<file path="config.mk">
export PLATFORM = sky130hd
export DESIGN_NAME = optWordReg
export DESIGN_NICKNAME = d
export VERILOG_FILES = /design/src/rtl/optw_pkg.sv /design/src/rtl/optWordData.sv /design/src/rtl/optWordCtrl.sv /design/src/rtl/optWordReg.sv
export SDC_FILE = /design/constraint.sdc
export NUM_CORES = 1
export LEC_CHECK = 0
export BUFFER_PORTS_ARGS = -buffer_cell sky130_fd_sc_hd__buf_4
export CAP_MARGIN = 20
export CORE_MARGIN = 10
export CORE_UTILIZATION = 40
export DETAILED_ROUTE_END_ITERATION = 8
export PLACE_DENSITY = 0.67
export SETUP_SLACK_MARGIN = 0.2
export SYNTH_ARGS = -nofsm -noshare
export SYNTH_HDL_FRONTEND = slang
export SYNTH_SLANG_ARGS = --single-unit
</file>
<file path="constraint.sdc">
create_clock -name clk -period 2.05 [get_ports clk]
set_input_delay 0.3075 -clock clk [delete_from_list [all_inputs] [get_ports clk]]
set_output_delay 0.3075 -clock clk [all_outputs]
set_load 0.02 [all_outputs]
</file>
<file path="src/rtl/optw_pkg.sv">
package optw_pkg;
  localparam int WORD_W   = 32;
  localparam int KEY_W    = 16;
  localparam int KEY_LSB  = 16;
  localparam int LDEN_BIT = 15;
  localparam int SIZE_W   = 4;
  localparam int SIZE_LSB = 8;
  localparam int TUNE_W   = 4;
  localparam int TUNE_LSB = 4;
  localparam int LOCK_BIT = 2;
  localparam int STRT_BIT = 1;
  localparam int ERR_BIT  = 0;

  typedef struct packed {
    logic loadStb;
    logic fieldWr;
  } optStrobe_t;
endpackage

</file>
<file path="src/rtl/optWordData.sv">
module optWordData
  import optw_pkg::*;
#(
  parameter logic [KEY_W-1:0] LOCK_KEY = 16'h33CC
) (
  input  logic              clk,
  input  logic              rstN,
  input  optStrobe_t        stb,
  input  logic [WORD_W-1:0] storedWord,
  input  logic [WORD_W-1:0] storedCompl,
  input  logic [WORD_W-1:0] wrData,
  input  logic              rdEn,
  input  logic              startFlag,
  output logic              locked,
  output logic [WORD_W-1:0] rdData
);
  logic [KEY_W-1:0]  keyField;
  logic              ldEn;
  logic [SIZE_W-1:0] sizeField;
  logic [TUNE_W-1:0] tuneField;
  logic              errFlag;
  logic              mismatch;
  logic [WORD_W-1:0] srcWord;
  logic [WORD_W-1:0] image;

  assign mismatch = (storedWord != ~storedCompl);
  assign srcWord  = mismatch ? '1 : storedWord;

  always_ff @(posedge clk or negedge rstN) begin
    if (!rstN) begin
      keyField  <= '0;
      ldEn      <= 1'b0;
      sizeField <= '0;
      tuneField <= '0;
      locked    <= 1'b0;
      errFlag   <= 1'b0;
    end else if (stb.loadStb) begin
      keyField  <= srcWord[KEY_LSB +: KEY_W];
      ldEn      <= srcWord[LDEN_BIT];
      sizeField <= srcWord[SIZE_LSB +: SIZE_W];
      tuneField <= srcWord[TUNE_LSB +: TUNE_W];
      locked    <= (srcWord[KEY_LSB +: KEY_W] == LOCK_KEY);
      errFlag   <= mismatch;
    end else if (stb.fieldWr) begin
      keyField  <= wrData[KEY_LSB +: KEY_W];
      ldEn      <= wrData[LDEN_BIT];
      sizeField <= wrData[SIZE_LSB +: SIZE_W];
      tuneField <= wrData[TUNE_LSB +: TUNE_W];
      if (wrData[KEY_LSB +: KEY_W] == LOCK_KEY) locked <= 1'b1;
    end
  end

  always_comb begin
    image = '0;
    image[KEY_LSB +: KEY_W]   = keyField;
    image[LDEN_BIT]           = ldEn;
    image[SIZE_LSB +: SIZE_W] = sizeField;
    image[TUNE_LSB +: TUNE_W] = tuneField;
    image[LOCK_BIT]           = locked;
    image[STRT_BIT]           = startFlag;
    image[ERR_BIT]            = errFlag;
  end

  always_ff @(posedge clk or negedge rstN) begin
    if (!rstN) rdData <= '0;
    else if (rdEn) rdData <= image;
  end

  AST_LOCK_STICKY: assert property (@(posedge clk) disable iff (!rstN)
    locked |=> locked);
  AST_LOCKED_FROZEN: assert property (@(posedge clk) disable iff (!rstN)
    (locked && !stb.loadStb) |=> ($stable(keyField) && $stable(ldEn) && $stable(sizeField) && $stable(tuneField)));
  AST_ERR_HELD: assert property (@(posedge clk) disable iff (!rstN)
    !stb.loadStb |=> $stable(errFlag));
  AST_ERR_ON_LOAD: assert property (@(posedge clk) disable iff (!rstN)
    stb.loadStb |=> (errFlag == $past(mismatch)));
  AST_RSVD_ZERO: assert property (@(posedge clk) disable iff (!rstN)
    (rdData[14:12] == 3'b000) && !rdData[3]);
endmodule

</file>
<file path="src/rtl/optWordCtrl.sv">
module optWordCtrl
  import optw_pkg::*;
(
  input  logic              clk,
  input  logic              rstN,
  input  logic              wrEn,
  input  logic [WORD_W-1:0] wrData,
  input  logic              busy,
  input  logic              locked,
  output optStrobe_t        stb,
  output logic              startCmd,
  output logic              loadDone
);
  logic busyQ;
  logic startSet;
  logic startClr;

  assign stb.loadStb = !loadDone;
  assign stb.fieldWr = loadDone && wrEn && !locked;
  assign startSet    = stb.fieldWr && wrData[STRT_BIT] && !busy;
  assign startClr    = busyQ && !busy;

  always_ff @(posedge clk or negedge rstN) begin
    if (!rstN) begin
      loadDone <= 1'b0;
      busyQ    <= 1'b0;
      startCmd <= 1'b0;
    end else begin
      loadDone <= 1'b1;
      busyQ    <= busy;
      if (startClr)      startCmd <= 1'b0;
      else if (startSet) startCmd <= 1'b1;
    end
  end

  AST_LOAD_ONCE: assert property (@(posedge clk) disable iff (!rstN)
    loadDone |=> loadDone);
  AST_NO_START_BUSY: assert property (@(posedge clk) disable iff (!rstN)
    (!startCmd && busy) |=> !startCmd);
  AST_START_CLEAR: assert property (@(posedge clk) disable iff (!rstN)
    (busyQ && !busy) |=> !startCmd);
  AST_LOCKED_NO_START: assert property (@(posedge clk) disable iff (!rstN)
    (locked && !startCmd) |=> !startCmd);
endmodule

</file>
<file path="src/rtl/optWordReg.sv">
module optWordReg
  import optw_pkg::*;
#(
  parameter logic [15:0] LOCK_KEY = 16'h33CC
) (
  input  logic        clk,
  input  logic        rstN,
  input  logic [31:0] storedWord,
  input  logic [31:0] storedCompl,
  input  logic        wrEn,
  input  logic [31:0] wrData,
  input  logic        rdEn,
  output logic [31:0] rdData,
  input  logic        busy,
  output logic        startCmd,
  output logic        loadDone
);
  optStrobe_t stb;
  logic       locked;

  optWordCtrl uCtrl (
    .clk(clk), .rstN(rstN), .wrEn(wrEn), .wrData(wrData), .busy(busy),
    .locked(locked), .stb(stb), .startCmd(startCmd), .loadDone(loadDone)
  );

  optWordData #(.LOCK_KEY(LOCK_KEY)) uData (
    .clk(clk), .rstN(rstN), .stb(stb), .storedWord(storedWord),
    .storedCompl(storedCompl), .wrData(wrData), .rdEn(rdEn),
    .startFlag(startCmd), .locked(locked), .rdData(rdData)
  );
endmodule

</file>
* Yosys cells after proc, flatten, opt, wreduce, memory -nomap -nowiden *
Index checks and enable logic that the tools add are counted.

word-level totals
  input port bits = 101
  logic and storage cells = 39
  register bits = 58
  output and inout port bits = 34

operators by class
  bitwise operators = 1
  equality and inequality tests = 5
  reductions and logical operators = 9
  multiplexer cells = 14

operators with widths
  operator                                                number
  == test 16 x 14 -> 1 bit (second input constant)        2
  2-to-1 mux 16 bit                                       2
  2-to-1 mux 32 bit                                       1
  inequality test 32 bit                                  1
  inverter 32 bit                                         1
  2-to-1 mux 4 bit                                        4
  2-to-1 mux 1 bit                                        7
  logical AND 1 bit                                       5
  inequality test 2 x 1 -> 1 bit (second input constant)  2
  zero test 1 bit                                         2
  AND reduction 2 bit                                     1
  nonzero test 2 bit                                      1

* Longest topological paths before layout *
  word-level depth = 6
  mapped depth = 7
  depth with buffers taken out = 5

* Hierarchy *
From an unflattened synthesis, not the netlist that was laid out.

unflattened totals
  cell total of the unflattened synthesis = 270
  area, all modules = 2,925.3 um2

by module, submodules not included
  module       area an instance (um2)  cells an instance  times used  seq. area each (um2)
  optWordData  2,811.4                 261                1           1,376.3
  optWordCtrl  113.9                   9                  1           75.1

* Worst setup path before layout *
OpenSTA, ideal clock, no wires.

  path type = register -> register
  start = register uCtrl.loadDone
  end = register uData.keyField[0]
  period minus slack after synthesis = 1.622 ns
  library setup time = 0.137 ns
  arrival = 1.485 ns
  path slack = 0.428 ns
  path buffers = 2
  required time = 1.913 ns
  cell stages (with the launch flop) = 8
  cells stage by stage = dfrtp_1 clkbuf_2 nand2_2 nor2_4 nor2b_1 buf_2 a221oi_1 o21ai_0

between the ends
  word-level cells in the longest chain between the ends = 3
  elaborated cells between the ends (all ways) = 4
  those cells by class = eq/ne: 1; mux: 1; reduce/logical: 2

RTL lines
  what                                      RTL line           text
  from (decl)                               optWordCtrl.sv:12  output logic loadDone
  from (signal assigned)                    optWordCtrl.sv:25  loadDone <= 1'b0;
  from (signal assigned)                    optWordCtrl.sv:29  loadDone <= 1'b1;
  logical AND 1 bit (2 in series)           optWordCtrl.sv:19  assign stb.fieldWr = loadDone && wrEn && !locked;
  inequality test 2 x 1 -> 1 bit (no line)  -
  to (signal assigned)                      optWordData.sv:38  keyField <= srcWord[KEY_LSB +: KEY_W];
  to (signal assigned)                      optWordData.sv:45  keyField <= wrData[KEY_LSB +: KEY_W];
  to (decl)                                 optWordData.sv:17  logic [KEY_W-1:0] keyField;

Parallel ways exist; a longest one is shown, timed or not.
A chain may end at the register's enable or synchronous reset.

* Final worst setup path *
  start = input storedWord[30]
  end = register uData.sizeField[3]

between the ends
  word-level cells in the longest chain between the ends = 3

RTL lines
  what                    RTL line           text
  from (decl)             optWordReg.sv:8    input logic [31:0] storedWord,
  inequality test 32 bit  optWordData.sv:26  assign mismatch = (storedWord != ~storedCompl);
  2-to-1 mux 32 bit       optWordData.sv:27  assign srcWord = mismatch ? '1 : storedWord;
  2-to-1 mux 4 bit        optWordData.sv:37  end else if (stb.loadStb) begin
  to (signal assigned)    optWordData.sv:40  sizeField <= srcWord[SIZE_LSB +: SIZE_W];
  to (signal assigned)    optWordData.sv:47  sizeField <= wrData[SIZE_LSB +: SIZE_W];
  to (decl)               optWordData.sv:19  logic [SIZE_W-1:0] sizeField;

Every way passes these cells.

==> reports/metrics.cfg <==
[critical_path]
required_ps = 2230
critPathCaptureType = flop
r2r-start = uCtrl.loadDone
worstPathCellList = buf_4 -> xnor2_1 -> nor4_1 -> buf_4 -> nand4_1 -> nor2_4 -> buf_12 -> a22oi_1
cp_max_fo = 17
worstSetupPathType = in -> reg
cp.arrival_ps = 1760
cp_slowest_cell = nor4_1
cp_num_buf_inv = 3
slowest_delay_ps = 440
r2r_slack_ps = 490
critical-path-top-delay-family = simple AND/OR/NAND/NOR gates
timing.rr.end = uData.keyField[2]
startpoint_type = input port
path_common_cell = buf_4
cp-startpoint = storedWord[30]
r2r_cells = 4

[layout]
drive_gt1_share_pct = 47.0
diodes = 0
stdcell_count = 480
nFillCells = 637
syn_to_final_growth_pct = 43.9
fin_nets = 477

[timing]
skew_ps = 6.49
timing.final.crit_period_ps = 1570
hold_violations = 0
setup_ws_ps = 477
tightestPinTransition_ps = 621
min_period_over_period_pct = 76.7
holdWs_ps = 100
max_freq_mhz = 636
slew_headroom_pct = 58.5
setup_tns_ps = 0
setup_viol = 0
slew_violations = 0
rsz0062_at_grt = no

[clocking]
insertion_delay_ps = 320
cts_setup_buffers = 0
cts_tree = yes
cts_made_buffers = 9
clk_pin_slew_ps = 60
cts_sinks = 58
htreeDepth = 3
cts_max_path_buffers = 2
cts-root-buf = clkbuf_8

[detailed_routing]
postRouteAntennaNets = 0
drcViolationCount = 0
vias = 2412
drt_iter0_markers = 65
vias_per_cell = 5.03
wl_per_cell_um = 18.5
first_pass_iters = 4
drt_wl_total_um = 8890

[synthesis]
synth_edf_count = 0
synthTopCellsByArea = dfrtp_1 50%, mux2_2 11%, xnor2_1 9.6%, mux2i_1 6.2%, a22oi_1 4.4%
ys_async_sr_fraction_pct = 100
synthFlopType = dfrtp_1
synth_commonest_cells = 58 x dfrtp_1, 32 x xnor2_1, 28 x mux2_2, 18 x mux2i_1
yosysMostFrequentCell = dfrtp_1
synth_seq_cells = 58
synth_area_leader_cell = dfrtp_1
synth_area_um2 = 2910
ys_warn_count = 0
synth.distinct_cells = 32
synth_top_area_share_pct = 49.8
synth_area_per_cell_um2 = 11.9
seq_area_frac_synth_pct = 49.8
syn_inst = 245

[global_route]
grt-ovfl-total = 0
grt_pass1_vias = 2698
grt_pass1_wl_um = 14200
grt.total_usage_pct = 16.0
antenna_found_initial = 0
grt_max_degree = 55

[floorplanning]
num_rows = 31
initial_core_util_pct = 40.6
die_y_um = 105
io_pins = 135
core_um2 = 7180
die_w_um = 105
dieArea_um2 = 11100

[placed_design]
post-place-ws_ps = 132
place.gp.congestion = 0.803
port_buffers = 124
dp_hpwl_um = 7080
dp.cells = 463

[power_and_ir_drop]
ir_drop_uv = 426
leakage_uw = 0.00171
power_density_nw_per_um2 = 692
power.total_uw = 2900

[worst_hold_path]
hold_class = in -> reg
hold_start = busy
min_to = uCtrl.busyQ
hold_depth = 1

[run]
maxCapViolCount = 0

[outcome]
status = completed

-- repair_timing --
action                    4_1_cts  5_1_grt
hold buffers                    1        0
resized for setup               0        0
hold endpoints to repair        5        0
-- state kept, by name (all words and copies together) (netlist names) --
name	count
uData.rdData	28
uData.locked	1
uData.tuneField	4
uData.keyField	16
uData.sizeField	4
uData.errFlag	1
uData.ldEn	1
uCtrl.startCmd	1
uCtrl.loadDone	1
uCtrl.busyQ	1
-- through the flow --
stage               cell area (µm²)  utilization [%]
floorplan                      2920                -
global placement               3980             55.5
detailed placement             3980             55.5
CTS                            4190             58.4
global route                   4190             58.4
finish                         4190             58.4
-- final cells by class --
| cell class | instances | area (µm²) | share of cell area, % |
|---|---|---|---|
| Clock buffer | 14 | 163 | 3.88 |
| Timing Repair Buffer | 135 | 1050 | 25.1 |
| Sequential cell | 58 | 1450 | 34.7 |
| Clock inverter | 2 | 35.0 | 0.836 |
| Inverter | 2 | 7.51 | 0.179 |
| Tap cell | 99 | 124 | 2.96 |
| Multi-Input combinational cell | 170 | 1360 | 32.3 |
-- cells by family after synthesis --
kind of cell           count (synthesis)  share of synthesized area, %
XOR/XNOR                              32                          9.62
AND/OR/NAND/NOR                       50                          10.1
other                                  2                         0.258
flip-flops                            58                          49.8
multiplexers                          46                          17.0
buffers and inverters                 20                          4.04
AO/OA/AOI/OAI                         37                          9.19
-- worst max path at each step --
stage / cells past startpoint / slack (ps) / endpoint
after global routing: 8 / 350 / uData.keyField[2]
after floorplan: 7 / 430 / uData.keyField[0]
after CTS: 8 / 460 / uData.sizeField[3]
after global placement: 8 / 100 / uData.keyField[14]
after detailed placement: 8 / 130 / uData.keyField[2]
final: 8 / 480 / uData.sizeField[3]
-- per-layer routing --
metal	vias to the layer above	global-route usage, %	part of all wire, %
met1	1185	18.0	39
met5	-	0	0
li1	1143	-	-
met2	72	28.0	53
met3	12	4.81	6.6
met4	0	5.78	1.5
-- report_power, final --
part           total, µW  switching [µW]  leakage [µW]  internal [µW]
clock               1060             427      0.000101            628
combinational        586             270       0.00103            315
sequential          1260            39.5      0.000577           1220
total               2900             737       0.00171           2160
-- cells in the final DEF, fill, tap and decap left out --
| cell type | synthesis | layout |
|---|---|---|
| dfrtp_1 | 58 | 57 |
| a22o_1 | 1 | 1 |
| a22oi_1 | 17 | 17 |
| conb_1 | 2 | 5 |
| inv_1 | 2 | 2 |
| dlygate4sd3_1 | 0 | 1 |
| or4b_1 | 1 | 1 |
| nor3_1 | 1 | 1 |
| nor2_4 | 2 | 2 |
| clkinv_2 | 0 | 1 |
| mux2i_1 | 18 | 18 |
| a21oi_1 | 1 | 1 |
| clkbuf_8 | 0 | 11 |
| nand4bb_1 | 1 | 1 |
| a221oi_1 | 8 | 8 |
| nand2_1 | 2 | 2 |
| nor2b_1 | 9 | 9 |
| clkbuf_1 | 4 | 3 |
| o21ai_1 | 3 | 3 |
| nand4_1 | 2 | 2 |
| o21ai_0 | 5 | 5 |
| a41o_1 | 1 | 1 |
| bufinv_16 | 0 | 1 |
| nor4b_1 | 1 | 1 |
| nand4b_1 | 3 | 3 |
| xnor2_1 | 32 | 32 |
| dfrtp_2 | 0 | 1 |
| a31oi_1 | 1 | 1 |
| nor4_1 | 10 | 10 |
| mux2_2 | 28 | 28 |
| buf_4 | 4 | 131 |
| nor2_1 | 17 | 17 |
| nand2_2 | 1 | 1 |
| buf_12 | 0 | 3 |
Power figures use the tool's default switching activity.
